### config.mk
export PLATFORM = sky130hd
export DESIGN_NAME = seq_twos_mult
export DESIGN_NICKNAME = d
export VERILOG_FILES = /design/src/rtl/mult_pkg.sv /design/src/rtl/mult_addsub.sv /design/src/rtl/mult_ctrl.sv /design/src/rtl/mult_datapath.sv /design/src/rtl/seq_twos_mult.sv
export SDC_FILE = /design/constraint.sdc
export NUM_CORES = 1
export LEC_CHECK = 0
export BUFFER_PORTS_ARGS = -buffer_cell sky130_fd_sc_hd__buf_2
export CAP_MARGIN = 10
export CORE_ASPECT_RATIO = 0.8
export CORE_MARGIN = 4
export CORE_UTILIZATION = 54
export DETAILED_ROUTE_END_ITERATION = 12
export PLACE_DENSITY = 0.82
export REMOVE_ABC_BUFFERS = 1
export SLEW_MARGIN = 25
export SYNTH_ARGS = -nofsm -noshare
export SYNTH_HDL_FRONTEND = slang
export SYNTH_SLANG_ARGS = --single-unit
export TNS_END_PERCENT = 50
### constraint.sdc
create_clock -name clk_i -period 4.3 [get_ports clk_i]
set_input_delay 0.645 -clock clk_i [delete_from_list [all_inputs] [get_ports clk_i]]
set_output_delay 0.645 -clock clk_i [all_outputs]
set_load 0.005 [all_outputs]
### src/rtl/mult_pkg.sv
package mult_pkg;
  typedef enum logic {
    ST_IDLE = 1'b0,
    ST_RUN  = 1'b1
  } mult_state_e;
endpackage

### src/rtl/mult_addsub.sv
module mult_addsub #(
  parameter int unsigned WIDTH = 8,
  localparam int unsigned AW = WIDTH + 1
) (
  input  logic [AW-1:0] a_i,
  input  logic [AW-1:0] b_i,
  input  logic          sub_i,
  output logic [AW-1:0] sum_o
);
  logic [AW-1:0] b_eff;
  logic [AW:0]   carry;

  assign b_eff    = b_i ^ {AW{sub_i}};
  assign carry[0] = sub_i;

  for (genvar k = 0; k < AW; k++) begin : g_bit
    assign sum_o[k]   = a_i[k] ^ b_eff[k] ^ carry[k];
    assign carry[k+1] = (a_i[k] & b_eff[k]) | (carry[k] & (a_i[k] ^ b_eff[k]));
  end
endmodule

### src/rtl/mult_ctrl.sv
module mult_ctrl
  import mult_pkg::*;
#(
  parameter int unsigned WIDTH = 8,
  localparam int unsigned CNT_W = (WIDTH > 2) ? $clog2(WIDTH) : 1
) (
  input  logic clk_i,
  input  logic rst_ni,
  input  logic start_i,
  output logic load_o,
  output logic step_o,
  output logic last_o,
  output logic busy_o,
  output logic done_o
);
  mult_state_e      state_q;
  logic [CNT_W-1:0] cnt_q;

  assign busy_o = (state_q == ST_RUN);
  assign load_o = (state_q == ST_IDLE) && start_i;
  assign step_o = busy_o;
  assign last_o = busy_o && (cnt_q == CNT_W'(WIDTH - 1));

  always_ff @(posedge clk_i or negedge rst_ni) begin
    if (!rst_ni) begin
      state_q <= ST_IDLE;
      cnt_q   <= '0;
      done_o  <= 1'b0;
    end else begin
      done_o <= last_o;
      if (load_o) begin
        state_q <= ST_RUN;
        cnt_q   <= '0;
      end else if (last_o) begin
        state_q <= ST_IDLE;
      end else if (step_o) begin
        cnt_q <= cnt_q + 1'b1;
      end
    end
  end
endmodule

### src/rtl/mult_datapath.sv
module mult_datapath #(
  parameter int unsigned WIDTH = 8,
  localparam int unsigned AW = WIDTH + 1,
  localparam int unsigned PW = 2 * WIDTH
) (
  input  logic             clk_i,
  input  logic             rst_ni,
  input  logic             load_i,
  input  logic             step_i,
  input  logic             last_i,
  input  logic [WIDTH-1:0] mcand_i,
  input  logic [WIDTH-1:0] mplier_i,
  output logic [PW-1:0]    acc_o
);
  logic [WIDTH-1:0] mcand_q, mplier_q;
  logic [PW-1:0]    acc_q;
  logic [AW-1:0]    hi_ext, pp, sum;

  // sign-extend both adder inputs by one bit
  assign hi_ext = {acc_q[PW-1], acc_q[PW-1:WIDTH]};
  assign pp     = {mcand_q[WIDTH-1], mcand_q} & {AW{mplier_q[0]}};

  mult_addsub #(.WIDTH(WIDTH)) addsub_i (
    .a_i   (hi_ext),
    .b_i   (pp),
    .sub_i (last_i),
    .sum_o (sum)
  );

  always_ff @(posedge clk_i or negedge rst_ni) begin
    if (!rst_ni) begin
      mcand_q  <= '0;
      mplier_q <= '0;
      acc_q    <= '0;
    end else if (load_i) begin
      mcand_q  <= mcand_i;
      mplier_q <= mplier_i;
      acc_q    <= '0;
    end else if (step_i) begin
      mplier_q <= mplier_q >> 1;
      // add then arithmetic shift: sum's sign bit lands on top
      acc_q    <= {sum, acc_q[WIDTH-1:1]};
    end
  end

  assign acc_o = acc_q;
endmodule

### src/rtl/seq_twos_mult.sv
module seq_twos_mult #(
  parameter int unsigned WIDTH = 8,
  localparam int unsigned PW = 2 * WIDTH
) (
  input  logic             clk_i,
  input  logic             rst_ni,
  input  logic             start_i,
  input  logic [WIDTH-1:0] mcand_i,
  input  logic [WIDTH-1:0] mplier_i,
  output logic             busy_o,
  output logic             done_o,
  output logic [PW-1:0]    product_o
);
  logic load, step, last;

  mult_ctrl #(.WIDTH(WIDTH)) ctrl_i (
    .clk_i   (clk_i),
    .rst_ni  (rst_ni),
    .start_i (start_i),
    .load_o  (load),
    .step_o  (step),
    .last_o  (last),
    .busy_o  (busy_o),
    .done_o  (done_o)
  );

  mult_datapath #(.WIDTH(WIDTH)) dp_i (
    .clk_i    (clk_i),
    .rst_ni   (rst_ni),
    .load_i   (load),
    .step_i   (step),
    .last_i   (last),
    .mcand_i  (mcand_i),
    .mplier_i (mplier_i),
    .acc_o    (product_o)
  );
endmodule

==> flow_metrics.env <==
export IMPL_status="completed"
export IMPL_crit_path_max_incr_delay_ps=420
export IMPL_dr_first_iter_drc_count=84
export IMPL_cellLeakagePower_nw=1.01
export IMPL_yosys_top_cells_area="dfrtp_1 51%, fa_1 7.7%, nand2_1 7.2%, mux2_4 6.6%, mux2i_1 6.1%"
export IMPL_htreeDepth=2
export IMPL_drive_gt1_frac=0.290
export IMPL_grt_pass1_wl_mm=6.16
export IMPL_grt_max_degree=38
export IMPL_wl_per_cell_um=15.8
export IMPL_synth_area_um2=1810
export IMPL_core_area_um2=3150
export IMPL_gp_congestion=0.708
export IMPL_finalSetupViolations=0
export IMPL_ys_seq_area_frac=0.511
export IMPL_fin_cells=233
export IMPL_dp_cells=225
export IMPL_yosys_warnings=0
export IMPL_placement_io_buffers=36
export IMPL_tns_ps=0
export IMPL_start_util=0.575
export IMPL_synthCells=158
export IMPL_cp_common_cell="fa_1"
export IMPL_vias_per_cell=5.33
export IMPL_synthFlopType="dfrtp_1"
export IMPL_ys_top_cells_by_count="37 x dfrtp_1, 35 x nand2_1, 17 x o21ai_0"
export IMPL_synth_seq_cells=37
export IMPL_ant_nets=0
export IMPL_worstReg2RegStart="ctrl_i.cnt_q[0]$_DFFE_PN0P_"
export IMPL_totalWireLength_mm=3.67
export IMPL_maxSlewViolCount=0
export IMPL_reg2reg_slack_ps=380
export IMPL_fmax_mhz=255
export IMPL_synth_edf_count=0
export IMPL_ys_types=23
export IMPL_min_period_over_period=0.912
export IMPL_vias=1242
export IMPL_synth_compound_area_share=0.0890
export IMPL_synthXorXnorAreaFrac=0.0386
export IMPL_numCtsBuffers=5
export IMPL_grt_setup_unrepaired="false"
export IMPL_ctsResizeCount=0
export IMPL_die_x_um=72.8
export IMPL_powerDensity_nw_per_um2=796
export IMPL_min_delay_path_class="input port to asynchronous set/reset pin"
export IMPL_fin_skew_ps=3.07
export IMPL_crit_type="register to register"
export IMPL_root_buffer="clkbuf_8"
export IMPL_crit_path_end_kind="register"
export IMPL_synth_top_family_by_area="multiplexers"
export IMPL_grt_total_usage=0.192
export IMPL_synth_async_reset_ratio=1.00
export IMPL_path_clk_slew_ps=70
export IMPL_synthAdderAreaFrac=0.0911
export IMPL_ir_drop_mv=0.400
export IMPL_synthSimpleGateAreaFrac=0.0890
export IMPL_antennaDiodeCount=0
export IMPL_syn2layout_area_growth_pct=15.7
export IMPL_worstRegToRegCells=15
export IMPL_grt_pass1_vias=1366
export IMPL_slowest_stage="fa_1"
export IMPL_path_cells="ha_1 -> ha_1 -> nand2_2 -> inv_1 -> mux2i_1 -> fa_1 -> fa_1 -> inv_1 -> fa_1 -> fa_1 -> fa_1 -> inv_1 -> fa_1 -> fa_1 -> o22ai_1"
export IMPL_crit_fanout=8
export IMPL_antenna_found_initial=0
export IMPL_clk_insertion_delay_late_ps=290
export IMPL_relSlewSlack=0.452
export IMPL_dieArea_um2=4350
export IMPL_clock_path_buffers=2
export IMPL_required_ps=4510
export IMPL_synth_mux_area_fraction=0.127
export IMPL_yosys_area_top_type="dfrtp_1"
export IMPL_die_height_um=59.8
export IMPL_critPathArrivalTime_ps=4130
export IMPL_finalNetCount=220
export IMPL_drc_errors=0
export IMPL_ios=37
export IMPL_min_period_ps=3920
export IMPL_clock_sinks=37
export IMPL_dr_pass1_iters=4
export IMPL_netlist_area_leader_share=0.511
export IMPL_placementRows=18
export IMPL_startpoint_type="register"
export IMPL_worst_pin_slew_ps=822
export IMPL_maxCapViolCount=0
export IMPL_hold_viol=0
export IMPL_syn_area_per_cell_um2=11.5
export IMPL_cts_tree="done"
export IMPL_cts_hold_buf=0
export IMPL_hpwl_mm=2.52
export IMPL_postCtsSetupBuffers=0
export IMPL_grt_overflow=0
export IMPL_r2r_end="dp_i.acc_o[14]$_DFFE_PN0P_"
export IMPL_finalPower_mw=1.67
export IMPL_synth_most_common_cell="dfrtp_1"
-- cell type report --
| type | instances | area, µm² |
|---|---|---|
| multi-input cells | 103 | 788 |
| fillers | 240 | 1050 |
| clock buffers | 7 | 86.3 |
| clock inverters | 1 | 30.0 |
| flip-flops and latches | 37 | 926 |
| repair buffers | 37 | 188 |
| well taps | 40 | 50.0 |
| inverters | 8 | 30.0 |
-- logic make-up (layout without fill, tap and decap cells) --
kind of cell / after synthesis / in the layout
simple gates: 39 / 39
flops: 37 / 37
compound gates: 28 / 28
mux: 19 / 19
buf+inv: 18 / 53
fa+ha+maj: 9 / 9
xor+xnor: 8 / 8
-- flip-flops by register name, indices dropped and copies added (netlist names) --
| register | count |
|---|---|
| dp_i.mplier_q | 8 |
| ctrl_i.cnt_q | 3 |
| dp_i.acc_o | 16 |
| ctrl_i.busy_o | 1 |
| ctrl_i.done_o | 1 |
| dp_i.mcand_q | 8 |
-- per-layer routing --
metal | vias to the layer above | track usage | wire, µm
met5 | - | 0 | 0
met4 | 0 | 0.0974 | 95
met3 | 11 | 0.0538 | 195
met2 | 37 | 0.320 | 1870
met1 | 612 | 0.229 | 1510
li1 | 582 | - | -
-- how the worst max path moves through the flow --
stage	startpoint	end	slack (ps)	depth (start not counted)
floorplan	ctrl_i.busy_o$_DFFE_PN0P_	dp_i.acc_o[15]$_DFFE_PN0P_	500	12
global placement	ctrl_i.cnt_q[0]$_DFFE_PN0P_	dp_i.acc_o[14]$_DFFE_PN0P_	640	15
detailed placement	ctrl_i.cnt_q[0]$_DFFE_PN0P_	dp_i.acc_o[14]$_DFFE_PN0P_	380	15
CTS	ctrl_i.cnt_q[0]$_DFFE_PN0P_	dp_i.acc_o[14]$_DFFE_PN0P_	340	15
global route	ctrl_i.cnt_q[0]$_DFFE_PN0P_	dp_i.acc_o[14]$_DFFE_PN0P_	130	15
finish	ctrl_i.cnt_q[0]$_DFFE_PN0P_	dp_i.acc_o[14]$_DFFE_PN0P_	380	15
-- critical path, delay by kind of cell (launching register included) --
family	cells	cell delay, ps
adder cells (fa/ha/maj)	9	2630
flip-flops	1	400
AND/OR/NAND/NOR	1	240
buffers and inverters	3	220
multiplexers	1	200
AO/OA/AOI/OAI	1	160
-- placed cells by master (no fill, tap or decap), drive strengths merged --
master,instances
dfrtp,37
buf,37
nand2,36
o21ai,17
mux2i,11
mux2,8
inv,8
fa,7
clkbuf,7
xor2,5
a22o,4
xnor2,3
o22ai,3
a21oi,3
ha,2
nor2,2
nor2b,1
o31ai,1
bufinv,1
-- power by group --
part	switching [mW]	internal [mW]	total [mW]	leakage, nW
Combinational	0.363	0.348	0.711	0.494
Clock	0.124	0.189	0.313	0.0585
Sequential	0.127	0.519	0.646	0.461
Total	0.614	1.06	1.67	1.01
-- per-stage QoR --
stage          worst slack (ps)  hold WS, ps  instance area [µm²]   util
2_1_floorplan               501          349                 1740      -
3_3_place_gp                635          457                 1980  0.629
3_5_place_dp                379          465                 1980  0.629
4_1_cts                     343          468                 2100  0.665
5_1_grt                     135          506                 2100  0.665
6_report                    379          441                 2100  0.665
Note: power is estimated with default switching activity, not from simulation.
